$ cat src/rtl/fuse_ctl_pkg.sv
package fuse_ctl_pkg;

    // register byte offsets
    localparam logic [7:0] OFS_CTRL   = 8'h00;
    localparam logic [7:0] OFS_SET    = 8'h04;
    localparam logic [7:0] OFS_CLR    = 8'h08;
    localparam logic [7:0] OFS_TIMING = 8'h10;
    localparam logic [7:0] OFS_RDCTL  = 8'h20;
    localparam logic [7:0] OFS_RDATA  = 8'h24;
    localparam logic [7:0] OFS_PDATA  = 8'h28;

    // field positions
    localparam int KEY_LSB   = 16;
    localparam int ERR_BIT   = 9;
    localparam int BUSY_BIT  = 8;
    localparam int TRD_LSB   = 16;
    localparam int TRX_LSB   = 12;

    localparam logic [15:0] UNLOCK_KEY = 16'h3E77;

    typedef enum logic [1:0] {
        PH_IDLE = 2'd0,
        PH_PRE  = 2'd1,
        PH_ACT  = 2'd2,
        PH_POST = 2'd3
    } phase_e;

endpackage

$ cat src/rtl/fuse_req_gate.sv
module fuse_req_gate (
    input  logic busy_i,
    input  logic key_ok_i,
    input  logic sense_req_i,
    input  logic prog_req_i,
    output logic start_sense_o,
    output logic start_prog_o,
    output logic err_set_o
);

    always_comb begin
        start_sense_o = sense_req_i && !busy_i;
        start_prog_o  = prog_req_i && !busy_i && key_ok_i;
        err_set_o     = ((sense_req_i || prog_req_i) && busy_i) ||
                        (prog_req_i && !key_ok_i);
    end

endmodule

$ cat src/rtl/fuse_phase_seq.sv
module fuse_phase_seq #(
    parameter int RELAX_W = 4,
    parameter int STB_W   = 12
) (
    input  logic               clk,
    input  logic               rst_n,
    input  logic               start_i,
    input  logic               prog_i,
    input  logic [RELAX_W-1:0] relax_i,
    input  logic [STB_W-1:0]   stb_i,
    output logic               busy_o,
    output logic               strobe_o,
    output logic               prog_en_o,
    output logic               capture_o,
    output logic               done_o
);
    import fuse_ctl_pkg::*;

    localparam int CNT_W = STB_W + 2;

    typedef struct packed {
        phase_e             phase;
        logic [CNT_W-1:0]   cnt;
        logic [CNT_W-1:0]   act_len;
        logic [RELAX_W-1:0] relax;
        logic               prog;
    } seq_s;

    seq_s seq_d, seq_q;

    logic [CNT_W-1:0] total_c;
    logic [CNT_W-1:0] two_relax_c;
    logic [CNT_W-1:0] width_c;

    always_comb begin
        total_c     = CNT_W'(stb_i) + CNT_W'(1);
        two_relax_c = (CNT_W'(relax_i) + CNT_W'(1)) << 1;
        width_c     = (total_c > two_relax_c) ? (total_c - two_relax_c) : CNT_W'(1);

        seq_d = seq_q;
        unique case (seq_q.phase)
            PH_IDLE: begin
                if (start_i) begin
                    seq_d.phase   = PH_PRE;
                    seq_d.cnt     = CNT_W'(relax_i);
                    seq_d.act_len = width_c;
                    seq_d.relax   = relax_i;
                    seq_d.prog    = prog_i;
                end
            end
            PH_PRE: begin
                if (seq_q.cnt == '0) begin
                    seq_d.phase = PH_ACT;
                    seq_d.cnt   = seq_q.act_len - CNT_W'(1);
                end else begin
                    seq_d.cnt = seq_q.cnt - CNT_W'(1);
                end
            end
            PH_ACT: begin
                if (seq_q.cnt == '0) begin
                    seq_d.phase = PH_POST;
                    seq_d.cnt   = CNT_W'(seq_q.relax);
                end else begin
                    seq_d.cnt = seq_q.cnt - CNT_W'(1);
                end
            end
            PH_POST: begin
                if (seq_q.cnt == '0) begin
                    seq_d.phase = PH_IDLE;
                    seq_d.prog  = 1'b0;
                end else begin
                    seq_d.cnt = seq_q.cnt - CNT_W'(1);
                end
            end
            default: seq_d.phase = PH_IDLE;
        endcase
    end

    always_ff @(posedge clk or negedge rst_n) begin
        if (!rst_n) seq_q <= '0;
        else        seq_q <= seq_d;
    end

    always_comb begin
        busy_o    = seq_q.phase != PH_IDLE;
        strobe_o  = seq_q.phase == PH_ACT;
        prog_en_o = seq_q.prog && (seq_q.phase != PH_IDLE);
        capture_o = (seq_q.phase == PH_ACT) && (seq_q.cnt == '0) && !seq_q.prog;
        done_o    = (seq_q.phase == PH_POST) && (seq_q.cnt == '0);
    end

    // a leading relax phase always precedes the strobe
    assert_lead_relax_R4: assert property (@(posedge clk) disable iff (!rst_n)
        $rose(busy_o) |-> !strobe_o);

    // a trailing relax phase always follows the strobe
    assert_tail_relax_R4: assert property (@(posedge clk) disable iff (!rst_n)
        $fell(strobe_o) |-> busy_o);

    // program enable does not toggle inside one operation
    assert_prog_en_steady_R6: assert property (@(posedge clk) disable iff (!rst_n)
        (busy_o && $past(busy_o)) |-> $stable(prog_en_o));

endmodule

$ cat src/rtl/otp_fuse_ctl.sv
module otp_fuse_ctl #(
    parameter int FADDR_W = 7,
    parameter int RELAX_W = 4,
    parameter int RSTB_W  = 6,
    parameter int PSTB_W  = 12,
    parameter int BUS_AW  = 8
) (
    input  logic               clk,
    input  logic               rst_n,
    input  logic               bus_wr,
    input  logic [BUS_AW-1:0]  bus_waddr,
    input  logic [31:0]        bus_wdata,
    input  logic               bus_rd,
    input  logic [BUS_AW-1:0]  bus_raddr,
    output logic [31:0]        bus_rdata,
    output logic [FADDR_W-1:0] fuse_addr,
    output logic               fuse_strobe,
    output logic               fuse_prog_en,
    output logic [31:0]        fuse_wdata,
    input  logic [31:0]        fuse_rdata
);
    import fuse_ctl_pkg::*;

    typedef struct packed {
        logic [15:0]        key;
        logic [FADDR_W-1:0] addr;
        logic               err;
        logic [RSTB_W-1:0]  trd;
        logic [RELAX_W-1:0] trx;
        logic [PSTB_W-1:0]  tpg;
        logic [31:0]        pdata;
        logic [31:0]        sdata;
        logic [31:0]        rdata;
    } regs_s;

    regs_s st_d, st_q;

    logic wr_ctrl, wr_set, wr_clr, wr_tim, sense_req, prog_req;
    logic start_sense, start_prog, err_set;
    logic busy, seq_capture, seq_done;
    logic [PSTB_W-1:0] seq_stb;
    logic [31:0] ctrl_view, tim_view, rd_mux;

    always_comb begin
        wr_ctrl   = bus_wr && (bus_waddr == BUS_AW'(OFS_CTRL));
        wr_set    = bus_wr && (bus_waddr == BUS_AW'(OFS_SET));
        wr_clr    = bus_wr && (bus_waddr == BUS_AW'(OFS_CLR));
        wr_tim    = bus_wr && (bus_waddr == BUS_AW'(OFS_TIMING));
        sense_req = bus_wr && (bus_waddr == BUS_AW'(OFS_RDCTL)) && bus_wdata[0];
        prog_req  = bus_wr && (bus_waddr == BUS_AW'(OFS_PDATA));
    end

    fuse_req_gate i_gate (
        .busy_i        (busy),
        .key_ok_i      (st_q.key == UNLOCK_KEY),
        .sense_req_i   (sense_req),
        .prog_req_i    (prog_req),
        .start_sense_o (start_sense),
        .start_prog_o  (start_prog),
        .err_set_o     (err_set)
    );

    assign seq_stb = start_prog ? st_q.tpg : PSTB_W'(st_q.trd);

    fuse_phase_seq #(
        .RELAX_W (RELAX_W),
        .STB_W   (PSTB_W)
    ) i_seq (
        .clk       (clk),
        .rst_n     (rst_n),
        .start_i   (start_sense || start_prog),
        .prog_i    (start_prog),
        .relax_i   (st_q.trx),
        .stb_i     (seq_stb),
        .busy_o    (busy),
        .strobe_o  (fuse_strobe),
        .prog_en_o (fuse_prog_en),
        .capture_o (seq_capture),
        .done_o    (seq_done)
    );

    always_comb begin
        ctrl_view                     = '0;
        ctrl_view[KEY_LSB +: 16]      = st_q.key;
        ctrl_view[ERR_BIT]            = st_q.err;
        ctrl_view[BUSY_BIT]           = busy;
        ctrl_view[FADDR_W-1:0]        = st_q.addr;

        tim_view                      = '0;
        tim_view[TRD_LSB +: RSTB_W]   = st_q.trd;
        tim_view[TRX_LSB +: RELAX_W]  = st_q.trx;
        tim_view[PSTB_W-1:0]          = st_q.tpg;

        case (bus_raddr)
            BUS_AW'(OFS_CTRL),
            BUS_AW'(OFS_SET),
            BUS_AW'(OFS_CLR):    rd_mux = ctrl_view;
            BUS_AW'(OFS_TIMING): rd_mux = tim_view;
            BUS_AW'(OFS_RDATA):  rd_mux = st_q.sdata;
            default:             rd_mux = '0;
        endcase
    end

    always_comb begin
        st_d = st_q;
        if (!busy) begin
            if (wr_ctrl) begin
                st_d.key  = bus_wdata[KEY_LSB +: 16];
                st_d.addr = bus_wdata[FADDR_W-1:0];
            end
            if (wr_set) begin
                st_d.key  = st_q.key  | bus_wdata[KEY_LSB +: 16];
                st_d.addr = st_q.addr | bus_wdata[FADDR_W-1:0];
            end
            if (wr_clr) begin
                st_d.key  = st_q.key  & ~bus_wdata[KEY_LSB +: 16];
                st_d.addr = st_q.addr & ~bus_wdata[FADDR_W-1:0];
            end
            if (wr_tim) begin
                st_d.trd = bus_wdata[TRD_LSB +: RSTB_W];
                st_d.trx = bus_wdata[TRX_LSB +: RELAX_W];
                st_d.tpg = bus_wdata[PSTB_W-1:0];
            end
        end
        if (wr_clr && bus_wdata[ERR_BIT]) st_d.err = 1'b0;
        if (err_set)                      st_d.err = 1'b1;
        if (start_prog)                   st_d.pdata = bus_wdata;
        if (seq_capture)                  st_d.sdata = fuse_rdata;
        if (seq_done)                     st_d.key = '0;
        if (bus_rd)                       st_d.rdata = rd_mux;
    end

    always_ff @(posedge clk or negedge rst_n) begin
        if (!rst_n) st_q <= '0;
        else        st_q <= st_d;
    end

    assign bus_rdata  = st_q.rdata;
    assign fuse_addr  = st_q.addr;
    assign fuse_wdata = st_q.pdata;

    assert_prog_starts_R6: assert property (@(posedge clk) disable iff (!rst_n)
        (prog_req && !busy && st_q.key == UNLOCK_KEY) |=> (busy && fuse_prog_en));

    assert_locked_no_prog_R7: assert property (@(posedge clk) disable iff (!rst_n)
        (prog_req && !busy && st_q.key != UNLOCK_KEY) |=> (!busy && st_q.err));

    assert_busy_req_err_R8: assert property (@(posedge clk) disable iff (!rst_n)
        ((sense_req || prog_req) && busy) |=> st_q.err);

    assert_err_clear_R9: assert property (@(posedge clk) disable iff (!rst_n)
        (wr_clr && bus_wdata[ERR_BIT]) |=> !st_q.err);

    assert_key_wipe_R10: assert property (@(posedge clk) disable iff (!rst_n)
        $fell(busy) |-> (st_q.key == '0));

    assert_fields_hold_R12: assert property (@(posedge clk) disable iff (!rst_n)
        (busy && $past(busy)) |-> ($stable(st_q.addr) && $stable(st_q.tpg) && $stable(st_q.pdata)));

endmodule

$ cat config.mk
export PLATFORM = sky130hd
export DESIGN_NAME = otp_fuse_ctl
export DESIGN_NICKNAME = d
export VERILOG_FILES = /design/src/rtl/fuse_ctl_pkg.sv /design/src/rtl/fuse_req_gate.sv /design/src/rtl/fuse_phase_seq.sv /design/src/rtl/otp_fuse_ctl.sv
export SDC_FILE = /design/constraint.sdc
export NUM_CORES = 1
export LEC_CHECK = 0
export CORE_MARGIN = 2
export CORE_UTILIZATION = 52
export CTS_CLUSTER_SIZE = 20
export DETAILED_ROUTE_END_ITERATION = 7
export PLACE_DENSITY_LB_ADDON = 0.08
export SETUP_SLACK_MARGIN = 0.1
export SLEW_MARGIN = 20
export SYNTH_ARGS = -nofsm -noshare
export SYNTH_HDL_FRONTEND = slang
export SYNTH_HIERARCHICAL = 1
export SYNTH_SLANG_ARGS = --single-unit
$ cat constraint.sdc
create_clock -name clk -period 6.5 [get_ports clk]
set_input_delay 0.65 -clock clk [delete_from_list [all_inputs] [get_ports clk]]
set_output_delay 0.65 -clock clk [all_outputs]
set_load 0.01 [all_outputs]
==> impl_metrics.csv, run 1 <==
group,metric,value,unit
final_layout,layout_commonest_cell,"dfrtp_1",
timing,fin_tns_setup,0,ns
timing,finalHoldViolCount,0,
drt,detail-route-antenna-nets,0,
clocking,clock-sinks,177,
clocking,ctsHoldBuffers,0,
worst_setup_path,setup.worst_path.end_class,"flip-flop",
logic_synthesis,async_reset_ff_frac,1.00,
global_routing,grt_pass1_wl,38.6,mm
drt,drt_first_pass_iters,8,
drt,vias,7165,
logic_synthesis,ys.flop_type,"dfrtp_1",
power_and_ir_drop,power.total,3.26,mW
worst_setup_path,cpMostUsedCell,"inv_1",
logic_synthesis,synth.ff_latch_count,177,
worst_setup_path,critical-path-max-stage-delay,0.55,ns
drt,routedWlPerCell,19.5,um
timing,setup_viol,0,
die,die_w,140,um
logic_synthesis,seq_area_frac_synth,0.462,
global_routing,grt.total_usage,0.249,
logic_synthesis,syn-cell-area,9580,um2
die,initial_core_util,0.531,
timing,timing.final.crit_share,0.767,
drt,drtIter0Drc,753,
timing,worstMarginPinSlew,0.925,ns
drt,routed_wl,23.8,mm
power_and_ir_drop,vdd_drop_max,0.000314,V
final_layout,final_area,11300,um2
worst_setup_path,cp_cell_sequence,"inv_1 -> ha_1 -> inv_1 -> inv_1 -> and3_2 -> mux2_2 -> ha_1 -> xnor2_1 -> fa_1 -> nor2b_1 -> o31a_1 -> nor4_1 -> o311ai_0 -> xnor2_1 -> a22o_1",
die,die-area,19500,um2
power_and_ir_drop,cellPowerDensity,288,nW/um2
place,dp_hpwl,17.1,mm
global_routing,grt_antenna_before_repair,0,
timing,drv_slew,0,
final_layout,final_layout_size_suffix_gt1_frac,0.120,
logic_synthesis,synthesis.nets,1018,
worst_setup_path,arrival,5.30,ns
run,cap_violations,0,
drt,routed_via_density,5.87,
clocking,cts_buffers,17,
final_layout,final_cell_mix,"177 x dfrtp_1, 155 x clkdlybuf4s50_1, 60 x mux2_2",
die,num_rows,49,
worst_setup_path,cp-start-kind,"flip-flop",
worst_setup_path,crit_type,"reg -> reg",
timing,clock.fmax,201,MHz
final_layout,nets,1077,
hold_path,min-delay-path-class,"in -> async",
worst_setup_path,cpMaxStageDelayCell,"nor4_1",
final_layout,antennaDiodeCount,0,
logic_synthesis,ys_warn_count,6,
power_and_ir_drop,static-leakage-power,4.85,nW
global_routing,grt_max_degree,71,
logic_synthesis,synth_edf_count,0,
clocking,post-cts-setup-buffer-count,0,
clocking,clk_pin_slew,0.07,ns
global_routing,grt_pass1_vias,7038,
clocking,h-tree-depth,4,
run_status,status,"completed",
worst_setup_path,path_buf_inv,3,
worst_setup_path,worst-path-max-fanout,19,
logic_synthesis,syn_inst,920,
final_layout,instances_no_fill,1221,
timing,fin_crit,4.98,ns
place,gp_congestion,0.855,
place,place_area,10700,um2
logic_synthesis,yosys.cell_types.count,70,
die,core,18000,um2
worst_setup_path,worstPathRequired,6.82,ns
clocking,cts_tree,"yes",
drt,drc,0,
timing,rsz0062_at_grt,"no",
global_routing,overflow,0,
clocking,cts_resized,0,
die,num_io_pins,157,
final_layout,area_growth,18.2,%
timing,clock_skew,0.0224,ns
clocking,clock_tree.buffer_depth,2,
logic_synthesis,synth.avg_cell_area,10.4,um2
clocking,clockRootBuffer,"clkbuf_16",
die,dieHeight,140,um
worst_setup_path,critical_path.top_delay_family,"simple AND/OR/NAND/NOR gates",
place,dpl.cell_count,1189,
place,place.port_buffers,156,
timing,slew_headroom,0.384,
clocking,clk_latency,0.44,ns
==> path summary, 6_finish.rpt <==
path / slack [ns] / from / to / depth (start not counted)
max in group asynchronous: 5.13 / rst_n / ctrl_view[20] / 2
hold reg to reg: 0.49 / i_seq/seq_q[2] / i_seq/seq_q[2] / 2
hold / removal: 0.12 / rst_n / bus_rdata[10] / 1
setup reg to reg: 1.52 / i_seq/seq_q[33] / i_seq/seq_q[16] / 15
setup / recovery: 1.52 / i_seq/seq_q[33] / i_seq/seq_q[16] / 15
min in group clk: 0.49 / i_seq/seq_q[2] / i_seq/seq_q[2] / 2
==> cell usage after synthesis, types with 6 or more instances <==
cell,instances,share of area
nor3_1,20,0.010
xor2_1,9,0.0082
xnor2_1,27,0.025
o21ai_1,36,0.019
o21ai_0,14,0.0073
nor4_1,11,0.0072
a22o_1,19,0.017
or3_1,6,0.0039
a21oi_1,34,0.018
o31ai_1,8,0.0063
a222oi_1,15,0.016
clkbuf_1,27,0.011
mux2_1,33,0.039
nand2_1,48,0.019
a22oi_1,22,0.017
nand3_1,15,0.0078
mux2_2,60,0.071
buf_2,15,0.0078
buf_4,75,0.059
nor2_1,46,0.018
ha_1,13,0.017
or4_1,9,0.0071
o22ai_1,34,0.022
and2_1,10,0.0065
dfrtp_1,177,0.46
inv_1,54,0.021
==> registers in the layout, summed over array words and instances, names as in the netlist <==
signal and flops:
i_seq/seq_q 35, st_q 54, fuse_addr 7, ctrl_view 17, fuse_wdata 32, bus_rdata 32
==> per-stage QoR <==
stage           util  setup WS (ns)  hold slack [ns]
4_1_cts        0.627           1.54            0.132
2_1_floorplan      -           1.97            0.354
3_3_place_gp   0.594           1.37            0.465
5_1_grt        0.628           1.06            0.146
6_report       0.628           1.52            0.125
3_5_place_dp   0.594           1.33            0.468
==> power by group <==
part | switching [mW] | leakage (nW) | total [mW] | internal (mW)
registers | 0.125 | 2.43 | 1.39 | 1.26
clock network | 0.502 | 0.286 | 1.02 | 0.519
logic | 0.471 | 2.13 | 0.847 | 0.376
total | 1.10 | 4.85 | 3.26 | 2.16
==> logic make-up (layout without fill, tap and decap cells) <==
| kind of cell | after synthesis | count (layout) | synth area share |
|---|---|---|---|
| compound gates | 215 | 215 | 0.154 |
| fa+ha+maj | 14 | 14 | 0.0191 |
| xor+xnor | 36 | 36 | 0.0329 |
| mux | 95 | 95 | 0.111 |
| flops | 177 | 177 | 0.462 |
| simple gates | 205 | 205 | 0.118 |
| buf+inv | 178 | 250 | 0.103 |
==> area by class of cell <==
type / count / area, um2
fillers: 1491 / 6710
flip-flops and latches: 177 / 4430
multi-input cells: 565 / 4190
repair buffers: 164 / 1620
clock buffers: 18 / 429
well taps: 229 / 287
inverters: 54 / 203
clock inverters: 14 / 164
==> routing by layer <==
metal,vias to the layer above,global-route usage,share of wire
met2,204,0.406,0.49
met1,3564,0.351,0.45
met3,17,0.0437,0.047
met5,-,0,0
met4,0,0.0563,0.011
li1,3380,-,-
No activity file was read; power rests on OpenSTA's default activity.
==> run 2, diff against run 1 <==
--- a/config.mk
+++ b/config.mk
@@ -6,7 +6,7 @@
 export NUM_CORES = 1
 export LEC_CHECK = 0
 export CORE_MARGIN = 2
-export CORE_UTILIZATION = 52
+export CORE_UTILIZATION = 49
 export CTS_CLUSTER_SIZE = 20
 export DETAILED_ROUTE_END_ITERATION = 7
 export PLACE_DENSITY_LB_ADDON = 0.08
==> constraint.sdc (replaced) <==
create_clock -name clk -period 4.4 [get_ports clk]
set_input_delay 0.44 -clock clk [delete_from_list [all_inputs] [get_ports clk]]
set_output_delay 0.44 -clock clk [all_outputs]
set_load 0.01 [all_outputs]
==> impl_metrics.csv, run 2 (synthesized netlist as in run 1, its figures left out) <==
group,metric,value,unit
run_status,status,"completed",
power_and_ir_drop,static-leakage-power,4.95,nW
worst_setup_path,regToRegStartpoint,"ctrl_view[19]",
final_layout,largest_register_ffs,54,
global_routing,grt_pass1_vias,7170,
die,num_rows,51,
worst_setup_path,reg2reg_to,"i_seq/seq_q[15]",
drt,routedWlPerCell,19.3,um
die,die_w,144,um
worst_setup_path,crit_type,"in -> reg",
clocking,cts_buffers,17,
global_routing,grt_max_degree,97,
clocking,clockRootBuffer,"clkbuf_16",
power_and_ir_drop,p_seq_frac,0.422,
global_routing,grt.total_usage,0.249,
die,num_io_pins,157,
final_layout,regMostFlops,"st_q",
final_layout,instances_no_fill,1275,
clocking,h-tree-depth,4,
clocking,clk_latency,0.44,ns
drt,routed_via_density,5.64,
drt,routed_wl,24.6,mm
drt,drc,0,
worst_setup_path,arrival,4.29,ns
worst_setup_path,worst-path-max-fanout,5,
place,dpl.cell_count,1243,
timing,clock.fmax,252,MHz
place,gp_congestion,0.860,
final_layout,area_growth,20.3,%
clocking,clock_tree.buffer_depth,2,
clocking,clock-sinks,177,
timing,finalHoldViolCount,0,
power_and_ir_drop,p_int,3.22,mW
worst_setup_path,startpoint,"bus_waddr[1]",
run,cap_violations,0,
timing,drv_slew,0,
final_layout,final_cell_mix,"177 x dfrtp_1, 155 x clkdlybuf4s50_1, 60 x mux2_2",
timing,timing.final.crit_share,0.902,
global_routing,overflow,0,
final_layout,layout_commonest_cell,"dfrtp_1",
die,dieHeight,144,um
worst_setup_path,reg2reg_slack,0.45,ns
timing,rsz0062_at_grt,"no",
drt,drtIter0Drc,515,
timing,setup_viol,0,
worst_setup_path,r2r_cells,14,
power_and_ir_drop,clkPwrFrac,0.311,
worst_setup_path,cp-start-kind,"input pin",
die,die-area,20700,um2
global_routing,grt_antenna_before_repair,0,
die,core,19300,um2
place,dp_hpwl,17.4,mm
power_and_ir_drop,switching_share,0.337,
power_and_ir_drop,p_comb_frac,0.268,
drt,vias,7196,
timing,slew_headroom,0.361,
place,place.port_buffers,156,
power_and_ir_drop,power.switching,1.64,mW
drt,drt_first_pass_iters,5,
global_routing,grt_pass1_wl,39.5,mm
power_and_ir_drop,power.total,4.85,mW
timing,clock_skew,0.0182,ns
worst_setup_path,setup.worst_path.end_class,"flip-flop",
worst_setup_path,cp-endpoint,"i_seq/seq_q[15]",
power_and_ir_drop,cellPowerDensity,421,nW/um2
timing,fin_crit,3.97,ns
timing,worstMarginPinSlew,0.959,ns
hold_path,min-delay-path-class,"in -> async",
final_layout,reg_top3,"st_q (54), i_seq/seq_q (35)",
die,initial_core_util,0.495,
drt,detail-route-antenna-nets,0,
final_layout,nets,1095,
clocking,ctsHoldBuffers,0,
clocking,clk_pin_slew,0.07,ns
worst_setup_path,worstPathRequired,4.72,ns
final_layout,final_layout_size_suffix_gt1_frac,0.138,
clocking,cts_tree,"yes",
power_and_ir_drop,vdd_drop_max,0.000288,V
final_layout,antennaDiodeCount,0,
## run 2: changes by cell type in the layout (fill, tap and decap cells not counted)
cell / change
inv_12: +1
inv_6: -1
inv_8: -2
buf_12: +1
inv_2: +1
clkinvlp_4: -1
inv_1: -1
nor4_1: -1
nor4_2: +1
buf_4: +17
clkinv_4: +3
## run 2: metrics by stage
step | TNS (ns) | util | cell area, um2 | hold WS, ns | worst slack, ns
global placement | 0 | 0.564 | 10900 | 0.464 | 0.0160
global route | 0 | 0.596 | 11500 | 0.153 | 0.103
floorplan | 0 | - | 9580 | 0.144 | 0.159
detailed placement | -0.00870 | 0.564 | 10900 | 0.468 | -0.00870
finish | 0 | 0.596 | 11500 | 0.0691 | 0.430
CTS | 0 | 0.595 | 11500 | 0.129 | 0.329
## run 2: how the worst min path moves through the flow
stage | from | end | depth (start not counted)
global placement | i_seq/seq_q[1] | i_seq/seq_q[1] | 2
floorplan | rst_n | bus_rdata[0] | 0
finish | rst_n | i_seq/seq_q[31] | 1
global route | rst_n | i_seq/seq_q[31] | 1
detailed placement | i_seq/seq_q[1] | i_seq/seq_q[1] | 2
CTS | rst_n | i_seq/seq_q[31] | 1
## run 2: layout make-up
type | count | area, um2
Timing Repair Buffer | 182 | 1770
Clock buffer | 18 | 429
Inverter | 54 | 203
Sequential cell | 177 | 4430
Clock inverter | 14 | 168
Tap cell | 265 | 332
Multi-Input combinational cell | 565 | 4190
Fill cell | 1698 | 7810
## run 2: layer usage
layer / GRT usage / share of wire
met1: 0.328 / 0.44
met2: 0.405 / 0.49
met3: 0.0663 / 0.055
met4: 0.0743 / 0.020
met5: 0 / 0
## run 2: critical path, cell delays in order
cell             delay (ns)
clkdlybuf4s50_1        0.47
nor4b_4                0.30
and4_1                 0.28
and3_2                 0.25
mux2_2                 0.36
ha_1                   0.24
xnor2_1                0.20
inv_1                  0.07
ha_1                   0.31
nor2b_1                0.15
o31a_1                 0.27
o21ai_0                0.23
nand2b_1               0.10
or3_1                  0.38
a32o_1                 0.25
## run 2: repair_timing
action	in CTS	in global routing
gates resized for setup	0	1
buffers inserted	0	0
setup endpoints to repair	0	5
## run 2: power by group through the flow
stage	Combinational (mW)	Sequential (mW)	Clock [mW]
after floorplan	0.923	2.01	0
final	1.30	2.05	1.51
after CTS	1.30	2.05	1.53
after global routing	1.44	2.08	1.61
after global placement	1.27	2.06	0
after detailed placement	1.29	2.07	0
